[config.mk]
export PLATFORM = sky130hd
export DESIGN_NAME = rxq_fifo
export DESIGN_NICKNAME = d
export VERILOG_FILES = /design/src/rtl/rxq_pkg.sv /design/src/rtl/rxq_store.sv /design/src/rtl/rxq_status.sv /design/src/rtl/rxq_fifo.sv
export SDC_FILE = /design/constraint.sdc
export NUM_CORES = 1
export LEC_CHECK = 0
export CAP_MARGIN = 20
export CORE_MARGIN = 2
export CORE_UTILIZATION = 55
export DETAILED_ROUTE_END_ITERATION = 7
export DONT_BUFFER_PORTS = 1
export PLACE_DENSITY_LB_ADDON = 0.1
export SYNTH_ARGS = -nofsm -noshare
export SYNTH_HDL_FRONTEND = slang
export SYNTH_SLANG_ARGS = --single-unit
[constraint.sdc]
create_clock -name clk -period 3.3 [get_ports clk]
set_clock_uncertainty 0.1 [all_clocks]
set_input_delay 0 -clock clk [delete_from_list [all_inputs] [get_ports clk]]
set_output_delay 0 -clock clk [all_outputs]
set_load 0.02 [all_outputs]
[src/rtl/rxq_pkg.sv]
package rxq_pkg;

    // Per-character condition flags; packed order brk, fe, pe (MSB..LSB)
    typedef struct packed {
        logic brk;
        logic fe;
        logic pe;
    } rxq_flags_t;

    localparam int FLAG_W = $bits(rxq_flags_t);

    function automatic rxq_flags_t flags_merge(input rxq_flags_t a, input rxq_flags_t b);
        return a | b;
    endfunction

endpackage

[src/rtl/rxq_store.sv]
module rxq_store #(
    parameter int WIDTH = 11,
    parameter int DEPTH = 4
) (
    input  logic                                  clk,
    input  logic                                  rst,
    input  logic                                  wr_req,
    input  logic [WIDTH-1:0]                      wr_word,
    input  logic                                  rd_req,
    output logic [WIDTH-1:0]                      head_word,
    output logic [WIDTH-1:0]                      next_word,
    output logic [$clog2(DEPTH+1)-1:0]            cnt,
    output logic                                  wr_ok,
    output logic                                  rd_ok
);
    localparam int PTR_W = (DEPTH > 1) ? $clog2(DEPTH) : 1;
    localparam int CNT_W = $clog2(DEPTH+1);

    logic [WIDTH-1:0] mem [DEPTH];
    logic [PTR_W-1:0] wr_ptr, rd_ptr, rd_ptr_nx;

    function automatic logic [PTR_W-1:0] ptr_inc(input logic [PTR_W-1:0] p);
        return (p == PTR_W'(DEPTH-1)) ? '0 : p + 1'b1;
    endfunction

    assign wr_ok     = wr_req && (cnt < CNT_W'(DEPTH));
    assign rd_ok     = rd_req && (cnt != '0);
    assign rd_ptr_nx = ptr_inc(rd_ptr);
    assign head_word = mem[rd_ptr];
    assign next_word = mem[rd_ptr_nx];

    always_ff @(posedge clk) begin
        if (wr_ok) begin
            mem[wr_ptr] <= wr_word;
        end
    end

    always_ff @(posedge clk) begin
        if (rst) begin
            wr_ptr <= '0;
            rd_ptr <= '0;
            cnt    <= '0;
        end else begin
            if (wr_ok) wr_ptr <= ptr_inc(wr_ptr);
            if (rd_ok) rd_ptr <= rd_ptr_nx;
            case ({wr_ok, rd_ok})
                2'b10:   cnt <= cnt + 1'b1;
                2'b01:   cnt <= cnt - 1'b1;
                default: cnt <= cnt;
            endcase
        end
    end
endmodule

[src/rtl/rxq_status.sv]
module rxq_status
    import rxq_pkg::*;
(
    input  logic       clk,
    input  logic       rst,
    input  logic       new_head,
    input  rxq_flags_t new_flags,
    input  logic       head_valid,
    input  rxq_flags_t head_flags,
    input  logic       blk_mode,
    input  logic       multidrop,
    input  logic       clr,
    input  logic       drop,
    output rxq_flags_t stat,
    output logic       overrun
);
    rxq_flags_t acc_q;
    rxq_flags_t shown;

    always_ff @(posedge clk) begin
        if (rst) begin
            acc_q   <= '0;
            overrun <= 1'b0;
        end else begin
            if (clr) begin
                acc_q <= new_head ? new_flags : '0;
            end else if (new_head) begin
                acc_q <= flags_merge(acc_q, new_flags);
            end
            overrun <= (overrun && !clr) || drop;
        end
    end

    always_comb begin
        shown = head_valid ? head_flags : '0;
        stat  = blk_mode ? acc_q : shown;
        if (multidrop) begin
            stat.pe = shown.pe;
        end
    end
endmodule

[src/rtl/rxq_fifo.sv]
module rxq_fifo
    import rxq_pkg::*;
#(
    parameter int DATA_W = 8,
    parameter int DEPTH  = 4
) (
    input  logic              clk,
    input  logic              rst,
    input  logic              wr_en,
    input  logic [DATA_W-1:0] wr_data,
    input  logic              wr_brk,
    input  logic              wr_fe,
    input  logic              wr_pe,
    input  logic              rd_en,
    input  logic              err_clr,
    input  logic              blk_mode,
    input  logic              multidrop,
    output logic              rd_valid,
    output logic [DATA_W-1:0] rd_data,
    output logic              full,
    output logic              stat_brk,
    output logic              stat_fe,
    output logic              stat_pe,
    output logic              overrun
);
    localparam int WORD_W = DATA_W + FLAG_W;
    localparam int CNT_W  = $clog2(DEPTH+1);

    logic [WORD_W-1:0] in_word, head_word, next_word;
    logic [CNT_W-1:0]  cnt;
    logic [CNT_W:0]    cnt_after;
    logic              wr_ok, rd_ok, new_head, drop;
    rxq_flags_t        wr_flags, head_flags, next_flags, new_flags, stat;

    assign wr_flags = '{brk: wr_brk, fe: wr_fe, pe: wr_pe};
    assign in_word  = {wr_data, wr_flags};

    rxq_store #(.WIDTH(WORD_W), .DEPTH(DEPTH)) store_i (
        .clk       (clk),
        .rst       (rst),
        .wr_req    (wr_en),
        .wr_word   (in_word),
        .rd_req    (rd_en),
        .head_word (head_word),
        .next_word (next_word),
        .cnt       (cnt),
        .wr_ok     (wr_ok),
        .rd_ok     (rd_ok)
    );

    assign head_flags = head_word[FLAG_W-1:0];
    assign next_flags = next_word[FLAG_W-1:0];
    assign cnt_after  = {1'b0, cnt} + (CNT_W+1)'(wr_ok) - (CNT_W+1)'(rd_ok);
    assign drop       = wr_en && !wr_ok;

    // A character becomes head after a pop that leaves something behind,
    // or after a write into an empty FIFO.
    always_comb begin
        if (rd_ok) begin
            new_head = (cnt_after != '0);
        end else begin
            new_head = (cnt == '0) && wr_ok;
        end
        new_flags = (rd_ok && cnt >= CNT_W'(2)) ? next_flags : wr_flags;
    end

    assign rd_valid = (cnt != '0);
    assign full     = (cnt == CNT_W'(DEPTH));
    assign rd_data  = rd_valid ? head_word[WORD_W-1:FLAG_W] : '0;

    rxq_status status_i (
        .clk        (clk),
        .rst        (rst),
        .new_head   (new_head),
        .new_flags  (new_flags),
        .head_valid (rd_valid),
        .head_flags (head_flags),
        .blk_mode   (blk_mode),
        .multidrop  (multidrop),
        .clr        (err_clr),
        .drop       (drop),
        .stat       (stat),
        .overrun    (overrun)
    );

    assign stat_brk = stat.brk;
    assign stat_fe  = stat.fe;
    assign stat_pe  = stat.pe;
endmodule

### Word level (Yosys, flattened, before mapping)

Memory sizes are Yosys's and may differ from the RTL's. A register that Yosys moved wholly into a read port is not among the register bits.
Index checks and enable logic that the tools add are counted.

* add/sub/neg operators: 6
* $mul: 0
* div/mod/pow operators: 0
* magnitude comparators: 2
* equal/unequal tests: 5
* shift-type cells: 0
* mux-type cells: 16
* bitwise logic cells: 1
* reductions and logical operators: 14

Operator list (number)
* 2-to-1 mux 3 bit: 6
* 2-to-1 mux 2 bit: 4
* 2-to-1 mux 8 bit: 1
* equality test 2 bit (second input constant): 3
* logical AND 1 bit: 6
* case mux 3 bit (2 select lines): 1
* adder 2 x 1 -> 2 bit (second input constant): 2
* adder 3 x 1 -> 4 bit: 1
* 2-to-1 mux 1 bit: 4
* nonzero test 2 bit: 2
* nonzero test 4 bit: 1
* subtractor 4 x 1 -> 4 bit: 1
* adder 3 x 1 -> 3 bit (second input constant): 1
* equality test 3 bit (second input constant): 1
* greater-or-equal comparator 3 x 2 -> 1 bit (second input constant): 1
* logical NOT 3 bit: 1
* < comparator 3 bit (second input constant): 1
* OR 3 bit: 1
* nonzero test 3 bit: 1
* subtractor 3 x 1 -> 3 bit (second input constant): 1
* equality test 2 x 1 -> 1 bit (second input constant): 1
* logical NOT 1 bit: 2
* logical OR 1 bit: 1

* bits in registers: 11
* latch bits: 0
* bits in writable memories: 44
* bits in read-only memories: 0
* logic and storage cells: 52
* memories kept: 1

Memories
* store_i.mem: depth 4, bits a word 11, rd ports 2, clocked after memory_dff 1, wr ports 1, line rxq_store.sv:19 `logic [WIDTH-1:0] mem [DEPTH];`

### Depth between registers and ports, before layout

Gate-level depths: netlist of the first run.

* depth in word-level cells: 8
* depth in mapped cells: 12
* depth with buffers taken out: 10

### By module

Synthesis of the first run repeated with hierarchy kept, for this count alone.

* cell total of the unflattened synthesis: 201
* area, all modules: 2877.8 um2

Modules (own cells, without submodules)
* rxq_store: instances 1, cells an instance 136, area an instance 2388.5 um2, seq. area each 1501.4 um2
* rxq_fifo: instances 1, cells an instance 39, area an instance 296.5 um2, seq. area each 0.0 um2
* rxq_status: instances 1, cells an instance 26, area an instance 192.7 um2, seq. area each 80.1 um2

### Worst setup path before layout of the first run

No wires, ideal clock.

* path type: flip-flop to flip-flop
* start: register store_i.cnt[1]
* end: register status_i.acc_q[2] (netlist name)
* data arrival time: 2359 ps
* data required time: 3109 ps
* slack: 750 ps
* cell stages (with the launch flop): 13
* buffers on the path: 2
* cell sequence: dfxtp_1 > buf_6 > o31a_1 > buf_6 > nand2_1 > o21ai_0 > ha_1 > inv_1 > fa_1 > nand2b_1 > nor3_1 > a211o_1 > a311oi_1

* cells in the longest elaborated chain, start to end: 8
* elaborated cells between the ends (all ways): 18
* classes of those cells: add/sub (2); order compare (2); mux (5); bitwise (1); reduce/logical (8)

RTL lines
* start, declared: line rxq_store.sv:12 `output logic [$clog2(DEPTH+1)-1:0] cnt,`
* start signal, assigned: line rxq_store.sv:47 `2'b10: cnt <= cnt + 1'b1;`
* start signal, assigned: line rxq_store.sv:48 `2'b01: cnt <= cnt - 1'b1;`
* start signal, assigned: line rxq_store.sv:49 `default: cnt <= cnt;`
* < comparator 3 bit: line rxq_store.sv:26 `assign wr_ok = wr_req && (cnt < CNT_W'(DEPTH));`
* logical AND 1 bit: line rxq_store.sv:26
* adder 3 x 1 -> 4 bit: line rxq_fifo.sv:53 `assign cnt_after = {1'b0, cnt} + (CNT_W+1)'(wr_ok) - (CNT_W+1)'(rd_ok);`
* subtractor 4 x 1 -> 4 bit: line rxq_fifo.sv:53
* nonzero test 4 bit: line rxq_fifo.sv:60 `new_head = (cnt_after != '0);`
* 2-to-1 mux 1 bit: line rxq_fifo.sv:59 `if (rd_ok) begin`
* 2-to-1 mux 3 bit: line rxq_status.sv:26 `acc_q <= new_head ? new_flags : '0;`
* 2-to-1 mux 3 bit: line rxq_status.sv:25 `if (clr) begin`
* end signal, assigned: line rxq_status.sv:26
* end signal, assigned: line rxq_status.sv:28 `acc_q <= flags_merge(acc_q, new_flags);`
* end, declared: line rxq_status.sv:17 `rxq_flags_t acc_q;`

Several ways; a longest one is shown, not always the timed one. The select of a mux whose other input is x is not followed.
A chain may end at the register's enable or synchronous reset.

### Final worst setup path of the first run

Same ends and word-level chain as after synthesis.

==> results of run 1 <==
==> area by class of cell <==
class                           instances  area share [%]
Clock buffer                           11            4.68
Tap cell                               54            2.24
Timing Repair Buffer                   18            5.88
Multi-Input combinational cell        108            32.2
Inverter                               13            1.61
Clock inverter                          5            1.08
Sequential cell                        57            52.3
==> cell usage after synthesis (all sizes together) <==
cell type / n / area [um^2]
a22o: 3 / 26.3
and2b: 1 / 8.76
xor2: 1 / 8.76
a311oi: 3 / 26.3
o31a: 1 / 8.76
ha: 9 / 113
a22oi: 1 / 7.51
nor3: 6 / 30.0
fa: 2 / 40.0
mux4: 13 / 293
o21bai: 1 / 7.51
and2: 5 / 31.3
inv: 13 / 48.8
nand2b: 4 / 25.0
nand2: 10 / 37.5
a211oi: 1 / 7.51
or4b: 1 / 10.0
nor2b: 9 / 56.3
a31oi: 2 / 12.5
xnor2: 1 / 8.76
o21ai: 1 / 5.00
o31ai: 1 / 7.51
buf: 5 / 46.3
a21oi: 8 / 40.0
a211o: 2 / 17.5
clkbuf: 4 / 15.0
edfxtp: 44 / 1320
dfxtp: 13 / 260
o21a: 2 / 22.5
o211a: 2 / 20.0
o211ai: 2 / 15.0
mux2i: 2 / 20.0
o2111ai: 1 / 8.76
nor2: 11 / 41.3
o311ai: 1 / 8.76
nand3b: 1 / 7.51
==> state kept, by name (all words and copies together), names as in the netlist, named ones only <==
register,flops
store_i.cnt,3
status_i.acc_q,3
store_i.wr_ptr,2
store_i.mem,44
store_i.rd_ptr,2
status_i.overrun,1
==> cells by family after synthesis <==
family,count (synthesis),share of synthesized area [%]
AO/OA/AOI/OAI,32,9.07
AND/OR/NAND/NOR,48,9.30
flip-flops,57,59.4
buffers and inverters,22,4.13
XOR/XNOR,2,0.658
adder cells (fa/ha/maj),11,5.73
multiplexers,15,11.7
==> power groups by stage <==
stage	combinational, uW	clock [uW]	sequential [uW]
floorplan	675	0	907
global placement	705	0	974
detailed placement	718	0	982
CTS	750	566	966
global route	821	602	982
finish	746	553	965
==> routing by layer <==
layer / part of all wire [%] / track usage (%) / vias up
met4: 1.6 / 9.70 / 0
met2: 52 / 32.9 / 27
li1: - / - / 746
met1: 44 / 25.4 / 798
met5: 0 / 0 / -
met3: 3.1 / 6.58 / 7
==> final timing paths <==
check	start	end	slack, ps	cells after the start
worst min-delay path	wr_fe	status_i.acc_q[1]$_SDFFE_PP0P_	60	4
worst max register to register	store_i.cnt[1]$_SDFFE_PP0P_	status_i.acc_q[2]$_SDFFE_PP0P_	420	10
worst max-delay path	store_i.cnt[1]$_SDFFE_PP0P_	status_i.acc_q[2]$_SDFFE_PP0P_	420	10
worst min register to register	store_i.rd_ptr[1]$_SDFFE_PP0P_	flop	410	2
==> worst max-delay path, delay by kind of cell (launching register included) <==
family | cells | cell delay [ps]
simple gates | 2 | 230
compound gates | 4 | 1100
fa+ha+maj | 2 | 560
buf+inv | 1 | 60
xor+xnor | 1 | 210
flops | 1 | 540
==> timing repair <==
item                                    in CTS  in global routing
endpoints found under the hold margin       57                  0
hold buffers                                17                  0
endpoints found under the setup margin       0                  1
setup buffers                                0                  0
gates resized for setup                      0                  1
==> cell usage in the layout (no fill, tap or decap), drive strengths merged, types with 2 or more instances in the layout <==
master,n
a211o,2
a21oi,8
a22o,3
a311oi,3
a31oi,2
and2,5
clkbuf,11
clkinv,2
clkinvlp,3
dfxtp,13
dlygate4sd3,17
edfxtp,44
fa,2
ha,9
inv,13
mux2i,2
mux4,13
nand2,10
nand2b,4
nor2,11
nor2b,9
nor3,6
o211a,2
o211ai,2
o21a,2
==> stage by stage <==
stage               worst slack, ps  hold WS (ps)  cell area, um^2
global route                    134          61.2             3020
CTS                             356          34.0             3020
floorplan                       750         -27.9             2660
finish                          419          55.1             3020
global placement                523         -27.1             2680
detailed placement              368         -24.8             2680
==> results.md, run 1 <==
* Gr usage total at between 20% and 30%
* Detail Route Antenna Nets at 0
* Via density at roughly 5.9
* Combinational power share at 32.9%
* Power Density at 749 mW/mm^2
* Final cell count without fillers at about 270
* CTS tree: built
* Max-Slew Margin vs Limit at ~49%
* Mapped Nets at roughly 220
* Period utilization at about 87%
* Final Max Tran Viols at 0
* HP Class: primary input to flop
* Overall power at around 2300 uW
* Flop pwr share at between 40% and 50%
* Root buffer selected by CTS: clkbuf_8
* Clock buffer depth at 2
* Worst setup SP type: flop
* Max-cap check violation count at 0
* Outcome: finished clean
* # DRC at 0
* Area Overhead vs Synth at 13.4%
* I/O Buffers at 0
* Die ar. at 0.00542 mm^2
* Fillers at around 370
* Core area at about 0.0047 mm^2
* Average wire per standard cell at between 15 and 20 um
* CP Max Fanout at 10
* Storage cell area at 0.00158 mm^2
* Post-synthesis sequential area ratio at 59.4%
* Routed vias at around 1,600
* Die Width at around 74 um
* Switching power at 795 uW
* Clock sinks at 57
* Multi-input logic area at 972 um^2
* Reg clk slew, reported paths at around 60 ps
* Vias in the first global route at 1,628
* Post-Synthesis Cells at 187
* DR pass1 iterations at 4
* Initial antenna violation count at 0
* Cell Rows at 25
* Synth Register Bits at 57
* Initial DRC Count at 94
* Ant diodes at 0
* Post-Syn Area per Cell at 14.2 um^2
* Die Y at around 74 um
* Worst-Margin Slew at ~760 ps
* Final setup vio count at 0
* Hold Violations, Final at 0
* Clock latency on the worst-skew pair at about 330 ps
* Internal Pwr Total at around 1500 uW
* Nets@finish at ~240
* Slowest-stage cell, CP: dfxtp_1
* I/O pin total at 32
* WL final at between 4000 and 5000 um
* GPL Wtd Cong at about 0.84
* Clk network pwr share at roughly a quarter
* Distinct cells, synth at 39
* First-pass GRT wire length at 7750 um
* Total global routing overflow at 0
* Proportion of layout cells with a drive suffix above 1 at between 10% and 20%
* Placed cell count at 233
* Largest incremental delay on the critical path at approximately 540 ps
* F_max at roughly 350 MHz
* Total CTS buffers at 9
* Tmin final at approximately 2900 ps
* Worst path required time at 3430 ps
* Leakage at ~0.0011 uW
* Critical Path AT at roughly 3000 ps
* VDD IR max at between 0.0004 and 0.0005 V
* Crit-path cells: o31a_1, nand2_1, o21ai_0, ha_1, inv_1, fa_1, xor2_1, nor3_1, a211o_1, a311oi_1
* Final core occ at between 60% and 70%
* Synthesized area at around 0.0027 mm^2
* RSZ-0062 raised after global routing: false
* Post-DP HPWL at between 3000 and 4000 um
* WS Path Type: flop to flop
* Largest net degree at the start of global routing at 14
* Setup crit end kind: flop
* Sw Ratio at 35.1%
* Initial Util at between 50% and 60%
* Ys Warns at 0
* Final TNS setup at 0 ps
* H-tree depth at 3
No activity file was read; power rests on OpenSTA's default activity.
==> run 2: changes to the inputs <==
==> constraint.sdc (replaced) <==
create_clock -name clk -period 3.3 [get_ports clk]
set_clock_uncertainty 0.1 [all_clocks]
set_input_delay 0.165 -clock clk [delete_from_list [all_inputs] [get_ports clk]]
set_output_delay 0.165 -clock clk [all_outputs]
set_load 0.02 [all_outputs]
==> run 2 against run 1 <==
- flip-flop and latch count did not move
- hold slack got worse by 39 ps
- sequential share of layout area rose by 0.35 points
- core utilization fell by 0.43 points
- via count increased by 0.95%
- critical path type unchanged
==> results.md, run 2 (synthesis results as in run 1) <==
* Max-cap check violation count at 0 (unchanged)
* Flop pwr share at 42.7% (about the same)
* Biggest register: store_i.mem
* Sw Ratio at 35.1% (about the same)
* Gr usage total at 20.7% (+0.11 points)
* Max-Slew Margin vs Limit at 49.5% (+0.27 points)
* Die Y at 73.6 um (unchanged)
* Root buffer selected by CTS: clkbuf_8
* Final WS setup at 329 ps (-90.2 ps)
* Initial antenna violation count at 0 (unchanged)
* Die Width at 73.6 um (unchanged)
* Detail Route Antenna Nets at 0 (unchanged)
* RSZ-0062 raised after global routing: false
* Critical Path AT at 3050 ps (+30 ps)
* Fin Hold WS at 16.0 ps (-39.1 ps)
* # DRC at 0 (unchanged)
* Largest registers: store_i.mem x44, status_i.acc_q x3, store_i.cnt x3
* Period utilization at 90.0% (+2.7 points)
* Setup bufs post-CTS at 0 (unchanged)
* Final Max Tran Viols at 0 (unchanged)
* Worst path required time at 3380 ps (-50 ps)
* Overall power at 2260 uW (-0.14%)
* H-tree depth at 3 (unchanged)
* WS Path Type: flop to flop
* WL final at 4930 um (unchanged)
* Outcome: finished clean
* R2R Path End: status_i.acc_q[0]$_SDFFE_PP0P_
* Worst setup SP type: flop
* PostCTS Resize Cnt at 0 (unchanged)
* Total CTS buffers at 9 (unchanged)
* Reg clk slew, reported paths at 60 ps (about the same)
* Final setup vio count at 0 (unchanged)
* Worst-Margin Slew at 757 ps (-4.07 ps)
* Clk network pwr share at 24.6% (+0.2 points)
* Area Overhead vs Synth at 12.7%
* Worst Setup SP: store_i.cnt[1]$_SDFFE_PP0P_
* VDD IR max at 0.000492 V (about the same)
* Cell area after layout at 0.00300 mm^2 (-0.66%)
* Internal Pwr Total at 1470 uW (-0.19%)
* Worst reg2reg path depth at 9 (-1)
* Post-DP HPWL at 3230 um (unchanged)
* GPL Wtd Cong at 0.841 (unchanged)
* Final TNS setup at 0 ps (unchanged)
* CP Max Fanout at 10 (unchanged)
* Largest register FFs at 44 (unchanged)
* Hold Violations, Final at 0 (unchanged)
* Cell Rows at 25 (unchanged)
* Clock buffer depth at 2 (unchanged)
* Most common cell after layout, fill and taps aside: edfxtp_1
* RR Startpoint: store_i.cnt[1]$_SDFFE_PP0P_
* Tmin final at 2970 ps (+90.2 ps)
* CTS Hold Buffers Added at 15 (-2)
* F_max at 337 MHz (-3.0%)
* Switching power at 794 uW (about the same)
* Routed vias at 1,593 (+0.95%)
* Die ar. at 0.00542 mm^2 (unchanged)
* Power Density at 753 mW/mm^2 (+0.53%)
* Core area at 0.00469 mm^2 (unchanged)
* First-pass GRT wire length at 7780 um (+0.36%)
* Reg-to-reg slack, setup at 330 ps (-90 ps)
* Via density at 6.03 (+1.7%)
* I/O Buffers at 0 (unchanged)
* Ant diodes at 0 (unchanged)
* Clock sinks at 57 (unchanged)
* I/O pin total at 32 (unchanged)
* DR pass1 iterations at 4 (unchanged)
* Leakage at 0.00105 uW (-1.1%)
* Largest net degree at the start of global routing at 14 (unchanged)
* Initial Util at 56.8% (unchanged)
* Clock latency on the worst-skew pair at 330 ps (about the same)
* Place WS at 368 ps (unchanged)
* CTS tree: built
* HP Class: primary input to flop
* Average wire per standard cell at 18.7 um (+0.76%)
* Setup crit end kind: flop
* Nets@finish at 234 (-0.85%)
* Total global routing overflow at 0 (unchanged)
* Dpl cell area at 0.00268 mm^2 (unchanged)
* Proportion of layout cells with a drive suffix above 1 at 14.8% (+0.14 points)
* Vias in the first global route at 1,622 (-0.37%)
* Initial DRC Count at 119 (+27%)
* End point of the critical path: status_i.acc_q[0]$_SDFFE_PP0P_
* Combinational power share at 32.7% (-0.2 points)
* Commonest cells after routing, fill and taps aside: 44 x edfxtp_1, 15 x dlygate4sd3_1, 13 x inv_1, 13 x mux4_2, 13 x dfxtp_1
## run 2: power by group through the flow
stage / Sequential, uW / Combinational [uW] / Clock [uW]
final: 964 / 739 / 557
after global routing: 982 / 817 / 602
after CTS: 966 / 745 / 566
after detailed placement: 982 / 718 / 0
after global placement: 974 / 705 / 0
after floorplan: 907 / 675 / 0
## run 2: worst min path at each step
stage                                endpoint  depth (start not counted)   from  slack [ps]
4_1_cts        status_i.acc_q[0]$_SDFFE_PP0P_                          3  wr_pe           1
3_3_place_gp   store_i.rd_ptr[1]$_SDFFE_PP0P_                          1    rst         140
5_1_grt        status_i.acc_q[0]$_SDFFE_PP0P_                          3  wr_pe          30
2_1_floorplan  status_i.acc_q[0]$_SDFFE_PP0P_                          1    rst         140
3_5_place_dp   status_i.acc_q[2]$_SDFFE_PP0P_                          1    rst         140
6_report       status_i.acc_q[0]$_SDFFE_PP0P_                          3  wr_pe          20
## run 2: worst max-delay path, stage by stage (launching register included)
cell      delay [ps]
dfxtp_1          530
o31a_1           410
nand2_1          150
o21ai_0          100
ha_1             180
inv_1             60
fa_1             370
xor2_1           180
o311ai_0         550
a311oi_1         190
## run 2: area by class of cell
type                       instances  area, um^2
clock inverter                     5        32.5
multi-input combinational        108         972
sequential                        57        1580
tap                               54        67.6
inverter                          13        48.8
clock buffer                      11         141
timing repair buffer              16         158
fill                             367        1690
## run 2: through the flow
stage	instances	util [%]
after global routing	264	64.0
final	264	64.0
after detailed placement	233	57.1
after global placement	233	57.1
after CTS	264	64.0
after floorplan	187	-
## run 2: metal layers
layer	global-route usage, %	wire, um	vias to the layer above
met2	32.6	2510	39
li1	-	-	740
met3	6.58	226	8
met1	26.0	2130	806
met5	0	0	-
met4	9.70	67	0
==> run 3: changes to the inputs <==
CAP_MARGIN = not set   (was 20)
SKIP_CTS_REPAIR_TIMING = 1   (was not set)
clock period = 3.2 ns   (was 3.3 ns; I/O delays follow)
==> run 3 against run 2 <==
- the flow now finishes with violations (hold timing)
- die area unchanged
- fmax up 3.5%
- sequential power up 3.0%
- routed wire length up 0.39%
- final cell count down 0.38%
- flip-flop and latch count unchanged
- power up 3.2%
- count of clock-buffer cells in the layout unchanged
- largest cell class unchanged
==> results.md, run 3 (synthesis results as in run 1) <==
* Outcome: finished with violations
* Violated checks: hold timing
* Area Overhead vs Synth at 12.3%
* Final TNS setup at 0 ps (unchanged)
* Core area at 0.00469 mm^2 (unchanged)
* I/O Buffers at 0 (unchanged)
* Proportion of layout cells with a drive suffix above 1 at 14.8% (+0.071 points)
* Critical Path AT at 3010 ps (-40 ps)
* I/O pin total at 32 (unchanged)
* Total CTS buffers at 9 (unchanged)
* Worst setup SP type: flop
* Initial Util at 56.8% (unchanged)
* Average wire per standard cell at 18.8 um (+0.77%)
* R2R Path End: status_i.acc_q[2]$_SDFFE_PP0P_
* Max-Slew Margin vs Limit at 49.6% (+0.11 points)
* Period utilization at 89.7% (-0.30 points)
* Worst-Margin Slew at 756 ps (-1.64 ps)
* Via density at 6.02 (-0.19%)
* Most common cell after layout, fill and taps aside: edfxtp_1
* Final Max Tran Viols at 0 (unchanged)
* Initial antenna violation count at 0 (unchanged)
* WS Path Type: flop to flop
* Max-cap check violation count at 0 (unchanged)
* WL final at 4950 um (+0.39%)
* Fillers at 377 (+2.7%)
* Detail Route Antenna Nets at 0 (unchanged)
* First-pass GRT wire length at 7300 um (-6.1%)
* Largest register FFs at 44 (unchanged)
* Cell area after layout at 0.00299 mm^2 (-0.33%)
* Place WS at 268 ps (-100 ps)
* RR Startpoint: store_i.cnt[1]$_SDFFE_PP0P_
* Die Width at 73.6 um (unchanged)
* Hold Path Depth at 3 (unchanged)
* Clock latency on the worst-skew pair at 330 ps (about the same)
* Power Density at 779 mW/mm^2 (+3.5%)
* VDD IR max at 0.000436 V (-11%)
* Largest net degree at the start of global routing at 14 (unchanged)
* Gr usage total at 19.4% (-1.3 points)
* # DRC at 0 (unchanged)
* Largest registers: store_i.mem x44, status_i.acc_q x3, store_i.cnt x3
* Root buffer selected by CTS: clkbuf_8
* Fin Hold WS at -6.75 ps (-22.8 ps)
* Tmin final at 2870 ps (-99.5 ps)
* Worst reg2reg path depth at 10 (+1)
* RSZ-0062 raised after global routing: false
* DR pass1 iterations at 4 (unchanged)
* CTS tree: built
* Final setup vio count at 0 (unchanged)
* Final WS setup at 328 ps (-0.499 ps)
* HP Class: primary input to flop
* Clock sinks at 57 (unchanged)
* Worst path required time at 3340 ps (-40 ps)
* F_max at 348 MHz (+3.5%)
* Vias in the first global route at 1,539 (-5.1%)
* H-tree depth at 3 (unchanged)
* Nets@finish at 233 (-0.43%)
* Dpl cell area at 0.00268 mm^2 (unchanged)
* Commonest cells after routing, fill and taps aside: 44 x edfxtp_1, 14 x dlygate4sd3_1, 13 x inv_1, 13 x mux4_2, 13 x dfxtp_1
* Total global routing overflow at 0 (unchanged)
* Hold wc startpoint: err_clr
* Initial DRC Count at 106 (-11%)
* Setup crit end kind: flop
* Post-DP HPWL at 3230 um (unchanged)
* Reg-to-reg slack, setup at 330 ps (about the same)
* Reg clk slew, reported paths at 60 ps (about the same)
* Biggest register: store_i.mem
* CP Max Fanout at 10 (unchanged)
* Hold Violations, Final at 1 (+1)
* Hold endpoint: status_i.acc_q[2]$_SDFFE_PP0P_
* GPL Wtd Cong at 0.841 (unchanged)
* Routed vias at 1,584 (-0.56%)
* Final core occ at 63.8% (-0.21 points)
* Leakage at 0.00105 uW (-0.14%)
* Clock buffer depth at 2 (unchanged)
* Ant diodes at 0 (unchanged)
* Cell Rows at 25 (unchanged)
* Die Y at 73.6 um (unchanged)
* Die ar. at 0.00542 mm^2 (unchanged)
[run 3: worst max-delay path, stage by stage, from the launching register on]
cell and delay (ps):
dfxtp_1 540, o31a_1 410, nand2_1 150, o21ai_0 100
ha_1 190, inv_1 60, fa_1 370, xor2_1 210
nor3_1 80, a211o_1 340, a311oi_1 250
[run 3: area by class of cell]
class	instances	area [um^2]	share of cell area [%]
Sequential cell	57	1580	52.9
Multi-Input combinational cell	108	972	32.5
Timing Repair Buffer	15	148	4.94
Clock buffer	11	141	4.73
Tap cell	54	67.6	2.26
Inverter	13	48.8	1.63
Clock inverter	5	32.5	1.09
[run 3: worst max-delay path by stage]
stage	to	cells after the start	slack, ps	startpoint
floorplan	status_i.acc_q[2]$_SDFFE_PP0P_	12	650	store_i.cnt[1]$_SDFFE_PP0P_
global placement	status_i.acc_q[1]$_SDFFE_PP0P_	9	420	store_i.cnt[1]$_SDFFE_PP0P_
detailed placement	status_i.acc_q[0]$_SDFFE_PP0P_	9	270	store_i.cnt[1]$_SDFFE_PP0P_
CTS	status_i.acc_q[0]$_SDFFE_PP0P_	9	260	store_i.cnt[1]$_SDFFE_PP0P_
global route	status_i.acc_q[2]$_SDFFE_PP0P_	10	50	store_i.cnt[1]$_SDFFE_PP0P_
finish	status_i.acc_q[2]$_SDFFE_PP0P_	10	330	store_i.cnt[1]$_SDFFE_PP0P_
[run 3: routing by layer]
layer	vias up	track usage (%)	routed length, um	share of wire [%]
li1	737	-	-	-
met4	0	10.9	97	2.0
met5	-	0	0	0
met2	41	30.5	2510	51
met3	8	5.90	211	4.3
met1	798	23.8	2130	43
[run 3: report_power, final]
part	internal, uW	leakage (uW)	switching [uW]
Clock	299	0.0000813	277
Combinational	320	0.000458	443
Sequential	890	0.000510	103
[run 3: stage by stage]
stage | total power (uW) | cells | hold WS, ps
floorplan | 1630 | 187 | 132
global placement | 1730 | 233 | 133
detailed placement | 1750 | 233 | 135
CTS | 2320 | 249 | -224
global route | 2470 | 263 | 12.0
finish | 2330 | 263 | -6.75
